**src/rtl/pm_cfg_pkg.sv**
```systemverilog
package pm_cfg_pkg;

    typedef enum logic [1:0] {
        INIT_CLEAR = 2'd0,
        INIT_BASES = 2'd1,
        ACTIVE     = 2'd2
    } init_state_e;

    localparam int DW_AW = 6;

    // dword addresses of the modelled bytes
    localparam logic [DW_AW-1:0] DW_INTPIN = 6'h0F;  // byte 0x3D, lane 1
    localparam logic [DW_AW-1:0] DW_PMCTL  = 6'h10;  // byte 0x41, lane 1
    localparam logic [DW_AW-1:0] DW_PMBASE = 6'h12;  // bytes 0x48..0x4B
    localparam logic [DW_AW-1:0] DW_SMBASE = 6'h24;  // bytes 0x90..0x93
    localparam logic [DW_AW-1:0] DW_SMCTL  = 6'h34;  // byte 0xD2, lane 2

    function automatic logic [31:0] lane_merge(input logic [31:0] old_v,
                                               input logic [31:0] new_v,
                                               input logic [3:0]  be);
        logic [31:0] r;
        for (int k = 0; k < 4; k++)
            r[8*k +: 8] = be[k] ? new_v[8*k +: 8] : old_v[8*k +: 8];
        return r;
    endfunction

endpackage

```
**src/rtl/pm_cfg_regs.sv**
```systemverilog
module pm_cfg_regs
    import pm_cfg_pkg::*;
#(
    parameter int          IO_AW       = 16,
    parameter int          PM_WIN_BITS = 7,
    parameter int          SM_WIN_BITS = 4,
    parameter logic [7:0]  INTPIN_RST  = 8'h01
) (
    input  logic              clk,
    input  logic              rst_n,
    input  logic              cfg_wr,
    input  logic              cfg_rd,
    input  logic [DW_AW-1:0]  cfg_dwaddr,
    input  logic [3:0]        cfg_be,
    input  logic [31:0]       cfg_wdata,
    output logic [31:0]       cfg_rdata,
    output logic              init_done,
    output logic [31:0]       pm_base,
    output logic [31:0]       sm_base,
    output logic [7:0]        pm_ctl,
    output logic [7:0]        sm_ctl,
    output logic [7:0]        intpin
);
    localparam logic [31:0] IO_SPAN = (32'd1 << IO_AW) - 32'd1;
    localparam logic [31:0] PM_MASK = IO_SPAN & ~((32'd1 << PM_WIN_BITS) - 32'd1);
    localparam logic [31:0] SM_MASK = IO_SPAN & ~((32'd1 << SM_WIN_BITS) - 32'd1);

    init_state_e state_q, state_d;

    always_ff @(posedge clk or negedge rst_n) begin
        if (!rst_n) state_q <= INIT_CLEAR;
        else        state_q <= state_d;
    end

    logic do_clear, do_bases, wr_ok;
    always_comb begin
        state_d  = state_q;
        do_clear = 1'b0;
        do_bases = 1'b0;
        wr_ok    = 1'b0;
        unique case (state_q)
            INIT_CLEAR: begin do_clear = 1'b1; state_d = INIT_BASES; end
            INIT_BASES: begin do_bases = 1'b1; state_d = ACTIVE;     end
            ACTIVE:     begin wr_ok    = cfg_wr;                     end
            default:    begin state_d  = INIT_CLEAR;                 end
        endcase
    end
    assign init_done = (state_q == ACTIVE);

    logic        hit_pmb, hit_smb, hit_pmc, hit_smc, hit_pin;
    logic [31:0] pmb_merged, smb_merged;
    always_comb begin
        hit_pmb    = wr_ok && cfg_dwaddr == DW_PMBASE && |cfg_be;
        hit_smb    = wr_ok && cfg_dwaddr == DW_SMBASE && |cfg_be;
        hit_pmc    = wr_ok && cfg_dwaddr == DW_PMCTL  && cfg_be[1];
        hit_smc    = wr_ok && cfg_dwaddr == DW_SMCTL  && cfg_be[2];
        hit_pin    = wr_ok && cfg_dwaddr == DW_INTPIN && cfg_be[1];
        pmb_merged = lane_merge(pm_base, cfg_wdata, cfg_be);
        smb_merged = lane_merge(sm_base, cfg_wdata, cfg_be);
    end

    always_ff @(posedge clk or negedge rst_n) begin
        if (!rst_n) begin
            pm_base <= '0;
            sm_base <= '0;
            pm_ctl  <= '0;
            sm_ctl  <= '0;
            intpin  <= INTPIN_RST;
        end else if (do_clear) begin
            pm_base <= '0;
            sm_base <= '0;
            pm_ctl  <= '0;
            sm_ctl  <= '0;
        end else if (do_bases) begin
            pm_base <= 32'd1;
            sm_base <= 32'd1;
        end else begin
            if (hit_pmb) pm_base <= (pmb_merged & PM_MASK) | 32'd1;
            if (hit_smb) sm_base <= (smb_merged & SM_MASK) | 32'd1;
            if (hit_pmc) pm_ctl  <= cfg_wdata[15:8];
            if (hit_smc) sm_ctl  <= {4'h0, cfg_wdata[19:16]};
            if (hit_pin) intpin  <= cfg_wdata[15:8];
        end
    end

    logic [31:0] rd_word;
    always_comb begin
        unique case (cfg_dwaddr)
            DW_INTPIN: rd_word = {16'h0, intpin, 8'h0};
            DW_PMCTL:  rd_word = {16'h0, pm_ctl, 8'h0};
            DW_PMBASE: rd_word = pm_base;
            DW_SMBASE: rd_word = sm_base;
            DW_SMCTL:  rd_word = {8'h0, sm_ctl, 16'h0};
            default:   rd_word = '0;
        endcase
    end

    always_ff @(posedge clk or negedge rst_n) begin
        if (!rst_n)      cfg_rdata <= '0;
        else if (cfg_rd) cfg_rdata <= rd_word;
    end
endmodule

```
**src/rtl/pm_io_window.sv**
```systemverilog
module pm_io_window #(
    parameter int IO_AW    = 16,
    parameter int WIN_BITS = 7
) (
    input  logic [31:0]      base,
    input  logic             enable,
    input  logic [IO_AW-1:0] addr,
    output logic             hit
);
    logic [IO_AW-1:0] base_lo;
    assign base_lo = base[IO_AW-1:0];
    assign hit = enable && (addr[IO_AW-1:WIN_BITS] == base_lo[IO_AW-1:WIN_BITS]);
endmodule

```
**src/rtl/pm_sci_gen.sv**
```systemverilog
module pm_sci_gen #(
    parameter int           EVT_W    = 16,
    parameter int           TMR_BIT  = 0,
    parameter logic [15:0]  SCI_MASK = 16'h0521
) (
    input  logic [EVT_W-1:0] sts,
    input  logic [EVT_W-1:0] en,
    input  logic [7:0]       intpin,
    output logic             sci,
    output logic             tmr_arm
);
    localparam logic [EVT_W-1:0] MASK = EVT_W'(SCI_MASK);
    logic level;
    assign level   = |(sts & en & MASK);
    assign sci     = level && (intpin != 8'h00);
    assign tmr_arm = en[TMR_BIT] && !sts[TMR_BIT];
endmodule

```
**src/rtl/pm_cfg_decoder.sv**
```systemverilog
module pm_cfg_decoder
    import pm_cfg_pkg::*;
#(
    parameter int          IO_AW       = 16,
    parameter int          PM_WIN_BITS = 7,
    parameter int          SM_WIN_BITS = 4,
    parameter int          EVT_W       = 16,
    parameter logic [7:0]  INTPIN_RST  = 8'h01
) (
    input  logic              clk,
    input  logic              rst_n,
    input  logic              cfg_wr,
    input  logic              cfg_rd,
    input  logic [5:0]        cfg_dwaddr,
    input  logic [3:0]        cfg_be,
    input  logic [31:0]       cfg_wdata,
    output logic [31:0]       cfg_rdata,
    output logic              init_done,
    input  logic [IO_AW-1:0]  io_addr,
    output logic              pm_hit,
    output logic              smb_hit,
    input  logic [EVT_W-1:0]  evt_sts,
    input  logic [EVT_W-1:0]  evt_en,
    output logic              sci,
    output logic              tmr_arm
);
    logic [31:0] pm_base, sm_base;
    logic [7:0]  pm_ctl, sm_ctl, intpin;

    pm_cfg_regs #(
        .IO_AW(IO_AW), .PM_WIN_BITS(PM_WIN_BITS),
        .SM_WIN_BITS(SM_WIN_BITS), .INTPIN_RST(INTPIN_RST)
    ) u_regs (
        .clk(clk), .rst_n(rst_n), .cfg_wr(cfg_wr), .cfg_rd(cfg_rd),
        .cfg_dwaddr(cfg_dwaddr), .cfg_be(cfg_be), .cfg_wdata(cfg_wdata),
        .cfg_rdata(cfg_rdata), .init_done(init_done),
        .pm_base(pm_base), .sm_base(sm_base),
        .pm_ctl(pm_ctl), .sm_ctl(sm_ctl), .intpin(intpin)
    );

    localparam int NWIN = 2;
    logic [31:0]    win_base [NWIN];
    logic [NWIN-1:0] win_en, win_hit;
    assign win_base[0] = pm_base;
    assign win_base[1] = sm_base;
    assign win_en      = {sm_ctl[0], pm_ctl[7]};

    for (genvar g = 0; g < NWIN; g++) begin : g_win
        localparam int WB = (g == 0) ? PM_WIN_BITS : SM_WIN_BITS;
        pm_io_window #(.IO_AW(IO_AW), .WIN_BITS(WB)) u_win (
            .base(win_base[g]), .enable(win_en[g]),
            .addr(io_addr), .hit(win_hit[g])
        );
    end
    assign pm_hit  = win_hit[0];
    assign smb_hit = win_hit[1];

    pm_sci_gen #(.EVT_W(EVT_W)) u_sci (
        .sts(evt_sts), .en(evt_en), .intpin(intpin),
        .sci(sci), .tmr_arm(tmr_arm)
    );
endmodule

```
**config.mk**
```make
export PLATFORM = sky130hd
export DESIGN_NAME = pm_cfg_decoder
export DESIGN_NICKNAME = d
export VERILOG_FILES = /design/src/rtl/pm_cfg_pkg.sv /design/src/rtl/pm_cfg_regs.sv /design/src/rtl/pm_io_window.sv /design/src/rtl/pm_sci_gen.sv /design/src/rtl/pm_cfg_decoder.sv
export SDC_FILE = /design/constraint.sdc
export NUM_CORES = 1
export LEC_CHECK = 0
export BUFFER_PORTS_ARGS = -buffer_cell sky130_fd_sc_hd__buf_2
export CAP_MARGIN = 10
export CORE_MARGIN = 8
export CORE_UTILIZATION = 50
export CTS_CLUSTER_SIZE = 16
export DETAILED_ROUTE_END_ITERATION = 8
export PLACE_DENSITY = 0.86
export SETUP_SLACK_MARGIN = 0.15
export SLEW_MARGIN = 20
export SYNTH_ARGS = -nofsm -noshare
export SYNTH_HDL_FRONTEND = slang
export SYNTH_SLANG_ARGS = --single-unit
```
**constraint.sdc**
```tcl
create_clock -name clk -period 4.8 [get_ports clk]
set_input_delay 0.48 -clock clk [delete_from_list [all_inputs] [get_ports clk]]
set_output_delay 0.48 -clock clk [all_outputs]
set_load 0.01 [all_outputs]
```
==> Yosys cells after proc, flatten, opt, wreduce, memory -nomap -nowiden <==
Cells that the tools add are included.
{ "word_totals": {"regBits": 122, "inputBits": 94, "word_cells": 76} }
{ "op_classes": {"eq_ne": 10, "mux": 20, "n_bitwise": 3, "n_reduce_logical": 32} }
{ "op_table": {"columns": ["op", "count"], "rows": [
  ["32-bit two-way mux", 6],
  ["32-bit case mux with 5 select lines", 1],
  ["8-bit two-way mux", 9],
  ["1-bit logical AND", 14],
  ["12-bit == test", 1],
  ["6-bit by 5-bit == test with 1-bit output, second input constant", 2],
  ["6-bit == test, second input constant", 2],
  ["2-bit AND reduction", 6],
  ["3-bit nonzero test", 4],
  ["11-bit AND", 1],
  ["9-bit == test", 1],
  ["8-bit nonzero test", 1],
  ["4-bit OR reduction", 2],
  ["6-bit by 4-bit == test with 1-bit output, second input constant", 1],
  ["2-bit case mux with 3 select lines", 1],
  ["2-bit nonzero test", 2],
  ["1-bit two-way mux", 3],
  ["3-bit AND reduction", 1],
  ["2-bit by 1-bit == test with 1-bit output, second input constant", 1],
  ["2-bit == test, second input constant", 1],
  ["2-bit logical NOT", 1],
  ["2-bit by 1-bit != test with 1-bit output, second input constant", 1],
  ["1-bit inverter", 2],
  ["1-bit logical NOT", 1]
]} }

==> Depth between registers and ports, before layout <==
{ "depth": {"ltp_word": 7, "ltp_mapped": 6, "depth_no_buf": 4} }

==> Cells and area by module <==
Synthesis repeated with hierarchy kept, for this count alone.
{ "unflattened": {"cells_unflattened": 318, "hier_area_um2": 3570.9} }
{ "by_module_without_submodules": {"columns": ["module", "n_inst", "cells_per_inst", "area_per_inst_um2"], "rows": [
  ["pm_cfg_regs", 1, 282, 3273.1],
  ["pm_io_window at g_win[1].u_win", 1, 17, 138.9],
  ["pm_io_window at g_win[0].u_win", 1, 13, 105.1],
  ["pm_sci_gen", 1, 6, 53.8]
]} }

==> Worst setup path after synthesis <==
Ideal clock, no wire load.
{ "synth_timing": {"path_type": "input -> register", "from": "input cfg_dwaddr[0]", "to": "register u_regs.cfg_rdata[10]", "arrival_time_ns": 1.695, "setup_slack_ns": 3.040, "cell_stages": 5, "path_buffers": 1, "path_cell_list": "or4b_4 or2_1 buf_6 o21ai_1 o221a_2"} }
{ "synth_via": {"elab_chain_cells": 2, "elab_cells_between_ends": 6, "classes_between": "5 x eq/ne; 1 x mux"} }
{ "synth_lines": {"columns": ["item", "line_no", "text"], "rows": [
  ["from (decl)", "pm_cfg_decoder.sv:14", "input logic [5:0] cfg_dwaddr,"],
  ["6-bit == test, or another cell as far along", "pm_cfg_regs.sv:88", "unique case (cfg_dwaddr)"],
  ["32-bit case mux with 5 select lines *", "pm_cfg_regs.sv:88", null],
  ["to (signal assigned)", "pm_cfg_regs.sv:100", "else if (cfg_rd) cfg_rdata <= rd_word;"],
  ["to (decl)", "pm_cfg_regs.sv:16", "output logic [31:0] cfg_rdata,"]
]} }
Every way passes the cells marked *; elsewhere a longest branch is shown, timed or not.
A chain may end at the register's enable or synchronous reset.

==> Final worst setup path <==
{ "layout_timing": {"from": "register u_regs.sm_base[11]", "to": "output smb_hit"} }
{ "layout_via": {"elab_chain_cells": 2} }
{ "layout_lines": {"columns": ["item", "line_no", "text"], "rows": [
  ["from (decl)", "pm_cfg_regs.sv:19", "output logic [31:0] sm_base,"],
  ["from (signal assigned)", "pm_cfg_regs.sv:79", "if (hit_smb) sm_base <= (smb_merged & SM_MASK) | 32'd1;"],
  ["12-bit == test", "pm_io_window.sv:12", "assign hit = enable && (addr[IO_AW-1:WIN_BITS] == base_lo[IO_AW-1:WIN_BITS]);"],
  ["1-bit logical AND", "pm_io_window.sv:12", null],
  ["to (decl)", "pm_cfg_decoder.sv:21", "output logic smb_hit,"]
]} }
Every way passes these cells.

==> metrics.txt <==
Synth Register Bits 62; Post-Synthesis Cells 337; Compound-Gate Fraction of Synth Area 14.2%; Startpoint Class flop; Post-CTS Setup Inserts 0; Crit. End Element primary output; Synth area leaders dfrtp_1 (45%), nand2_1 (5.2%), xnor2_1 (4.4%); CTS max path bufs 2; area grow syn2layout 13.9%; Worst EP arrival 1910 ps; Internal Pwr Total 841 µW; Worst Setup EP smb_hit; peak supply drop 0.144 mV; RSZ-0062 raised after global routing no; final hold viol count 0; mux contribution to synthesized area 6.54%; DR WL/cell 18.2 µm; CTS tree built; Clock power frac 36.3%; max incr delay on CP 410 ps; Cell Pwr Density 299 mW/mm²; layout cell share with drive strength beyond 1 29.6%; IO Pins 131; post-synthesis area per instance 9.99 µm²; Setup CP Type flop to primary output; via density per instance 5.68; FF-to-FF setup slack 2640 ps; clock skew 4.54 ps; core area 0.00664 mm²; Antenna Nets Post-Route 0; final WL 8.84 mm; CTS Buf Count 9; xor/xnor share of the synthesized area 5.72%; hold crit path type primary input to asynchronous set/reset pin; FP Rows 30; Yosys warning count 0; post-route minimum period 2390 ps; Comb pwr share 13.2%; Max transition margin 41.7%; total gr overflow 0; Worst R2R End u_regs.sm_base[15]; CTS Sinks 62; final setup fails 0; H-tree levels 3; pin count of the biggest net entering global routing 63; Net Sw Frac 26.7%; switching power 306 µW; Root Driver clkbuf_8; leading cell types in the layout, fill and taps excluded buf_2 (71), dfrtp_1 (61), nand2_1 (47); Yosys cell types 48; status completed; 1st-iter DRT viols 215; die area 0.00962 mm²; width of the chip 98.1 µm; adder-cell share of the synthesized area 0%; post-synth top area cell dfrtp_1; Top FF cell, synth dfrtp_1; post-synthesis sequential area ratio 46.1%; Area after DPL 0.00366 mm²; vias in the first global route 2,951; reg2reg path depth 4; Reg power frac 50.5%; Power Total 1150 µW; DPL Wire Length 6.49 mm; Worst EP required 4320 ps; Leakage 0.00180 µW; largest family of logic cells by synthesized area simple AND/OR/NAND/NOR gates; gr usage total 18.7%; FFs w/ async S/R, synth 100%; origin of the worst setup path u_regs.sm_base[11]; Critical Path, Cell by Cell xor2_1 > nor4_1 > nand3_1 > nor3_1 > buf_2; die height 98.1 µm; post-synthesis cell area 0.00337 mm²; Initial Util 50.7%; period utilization 49.8%; Worst-path clk slew 70 ps; Post-synth EDFFs 0; reg-to-reg startpoint u_regs.state_q[0]; number of diodes 0; count of input and output buffers 71; first-pass GRT wire length 14.4 mm; First-pass DRT Iterations 5; Worst Path Max Fanout 3; worst slew pin tran 871 ps; Max Cap Viol 0; simple logic cell fraction of the synthesized area 18.9%; Pins Over Slew Limit 0; Vias 2,754; post-cts resize count 0; most common cell after layout, fill and taps aside buf_2; fin area 0.00383 mm²; Final GP Congestion 0.899; Final TNS setup 0 ps; final net count 496; DR DRC count 0; critical-path cell with the highest stage delay dfrtp_1; Post-CTS Hold Fix Bufs 0; Clk Latency, worst-skew pair 340 ps; f_max 418 MHz; initial antenna violation count 0; Synth top area share 45.3%
-- per-stage QoR --
step                      hold WS, ps  instances  worst slack, ps  utilization (%)
after floorplan                   184        351             3040                -
after global placement            506        471             2520             55.1
after detailed placement          518        471             2380             55.1
after CTS                         329        485             2460             57.7
after global routing              378        485             2350             57.7
final                             291        485             2410             57.7
-- power groups by stage --
stage	Sequential [µW]	Clock (µW)	Combinational, µW
after floorplan	584	0	93.5
after global placement	585	0	144
after detailed placement	588	0	150
after CTS	578	418	151
after global routing	582	444	167
final	579	417	151
-- area by class of cell --
cell class	count	area [µm²]
Clock buffer	13	169
Clock inverter	1	5.00
Fill cell	569	2810
Inverter	15	56.3
Multi-Input combinational cell	241	1580
Sequential cell	62	1550
Tap cell	80	100
Timing Repair Buffer	73	370
-- cell families (layout without fill, tap and decap cells) --
group | Yosys count | count (layout)
other cells | 1 | 15
xor+xnor | 22 | 22
mux | 21 | 21
buf+inv | 48 | 102
simple gates | 114 | 114
compound gates | 69 | 69
flops | 62 | 62
-- how the worst min path moves through the flow --
stage,from,end
final,rst_n,u_regs.sm_base[6]
after global routing,rst_n,u_regs.cfg_rdata[4]
after CTS,rst_n,u_regs.cfg_rdata[19]
after detailed placement,u_regs.cfg_rdata[19],u_regs.cfg_rdata[19]
after global placement,u_regs.pm_ctl[0],u_regs.pm_ctl[0]
after floorplan,rst_n,u_regs.cfg_rdata[0]
-- layer usage --
layer,routed length [µm],vias up,GRT usage (%)
li1,-,1289,-
met1,3400,1333,21.2
met2,4580,109,32.3
met3,578,23,3.41
met4,283,0,10.7
met5,0,-,0
-- critical path: cells and delay by family, from the launching register on --
family                 cells  cell delay [ps]
AND/OR/NAND/NOR            3              760
flip-flops                 1              410
XOR/XNOR                   1              200
buffers and inverters      1              200
-- synthesized netlist by cell type (2+ instances only) --
library cell / number
a21boi_0: 8
a21oi_1: 3
a22o_1: 3
a22o_2: 6
a22oi_1: 2
a31oi_1: 2
and3b_1: 2
buf_2: 3
buf_4: 15
buf_6: 4
clkbuf_1: 8
dfrtp_1: 61
inv_1: 15
mux2_2: 8
mux2i_1: 13
nand2_1: 47
nand2b_1: 3
nand3_1: 23
nand4_1: 7
nand4b_1: 3
nor2_1: 5
nor2b_1: 3
nor3_1: 2
nor3_2: 2
nor4_1: 5
nor4_4: 2
o21ai_0: 23
o21ai_1: 8
o221a_2: 8
o22ai_1: 4
or4b_4: 2
xnor2_1: 17
xor2_1: 5
-- state kept, by name, summed over array words and instances, names as in the netlist --
| name | flops |
|---|---|
| u_regs.cfg_rdata | 17 |
| u_regs.intpin | 8 |
| u_regs.pm_base | 10 |
| u_regs.pm_ctl | 8 |
| u_regs.sm_base | 13 |
| u_regs.sm_ctl | 4 |
| u_regs.state_q | 2 |
(Power assumes the default switching activity.)
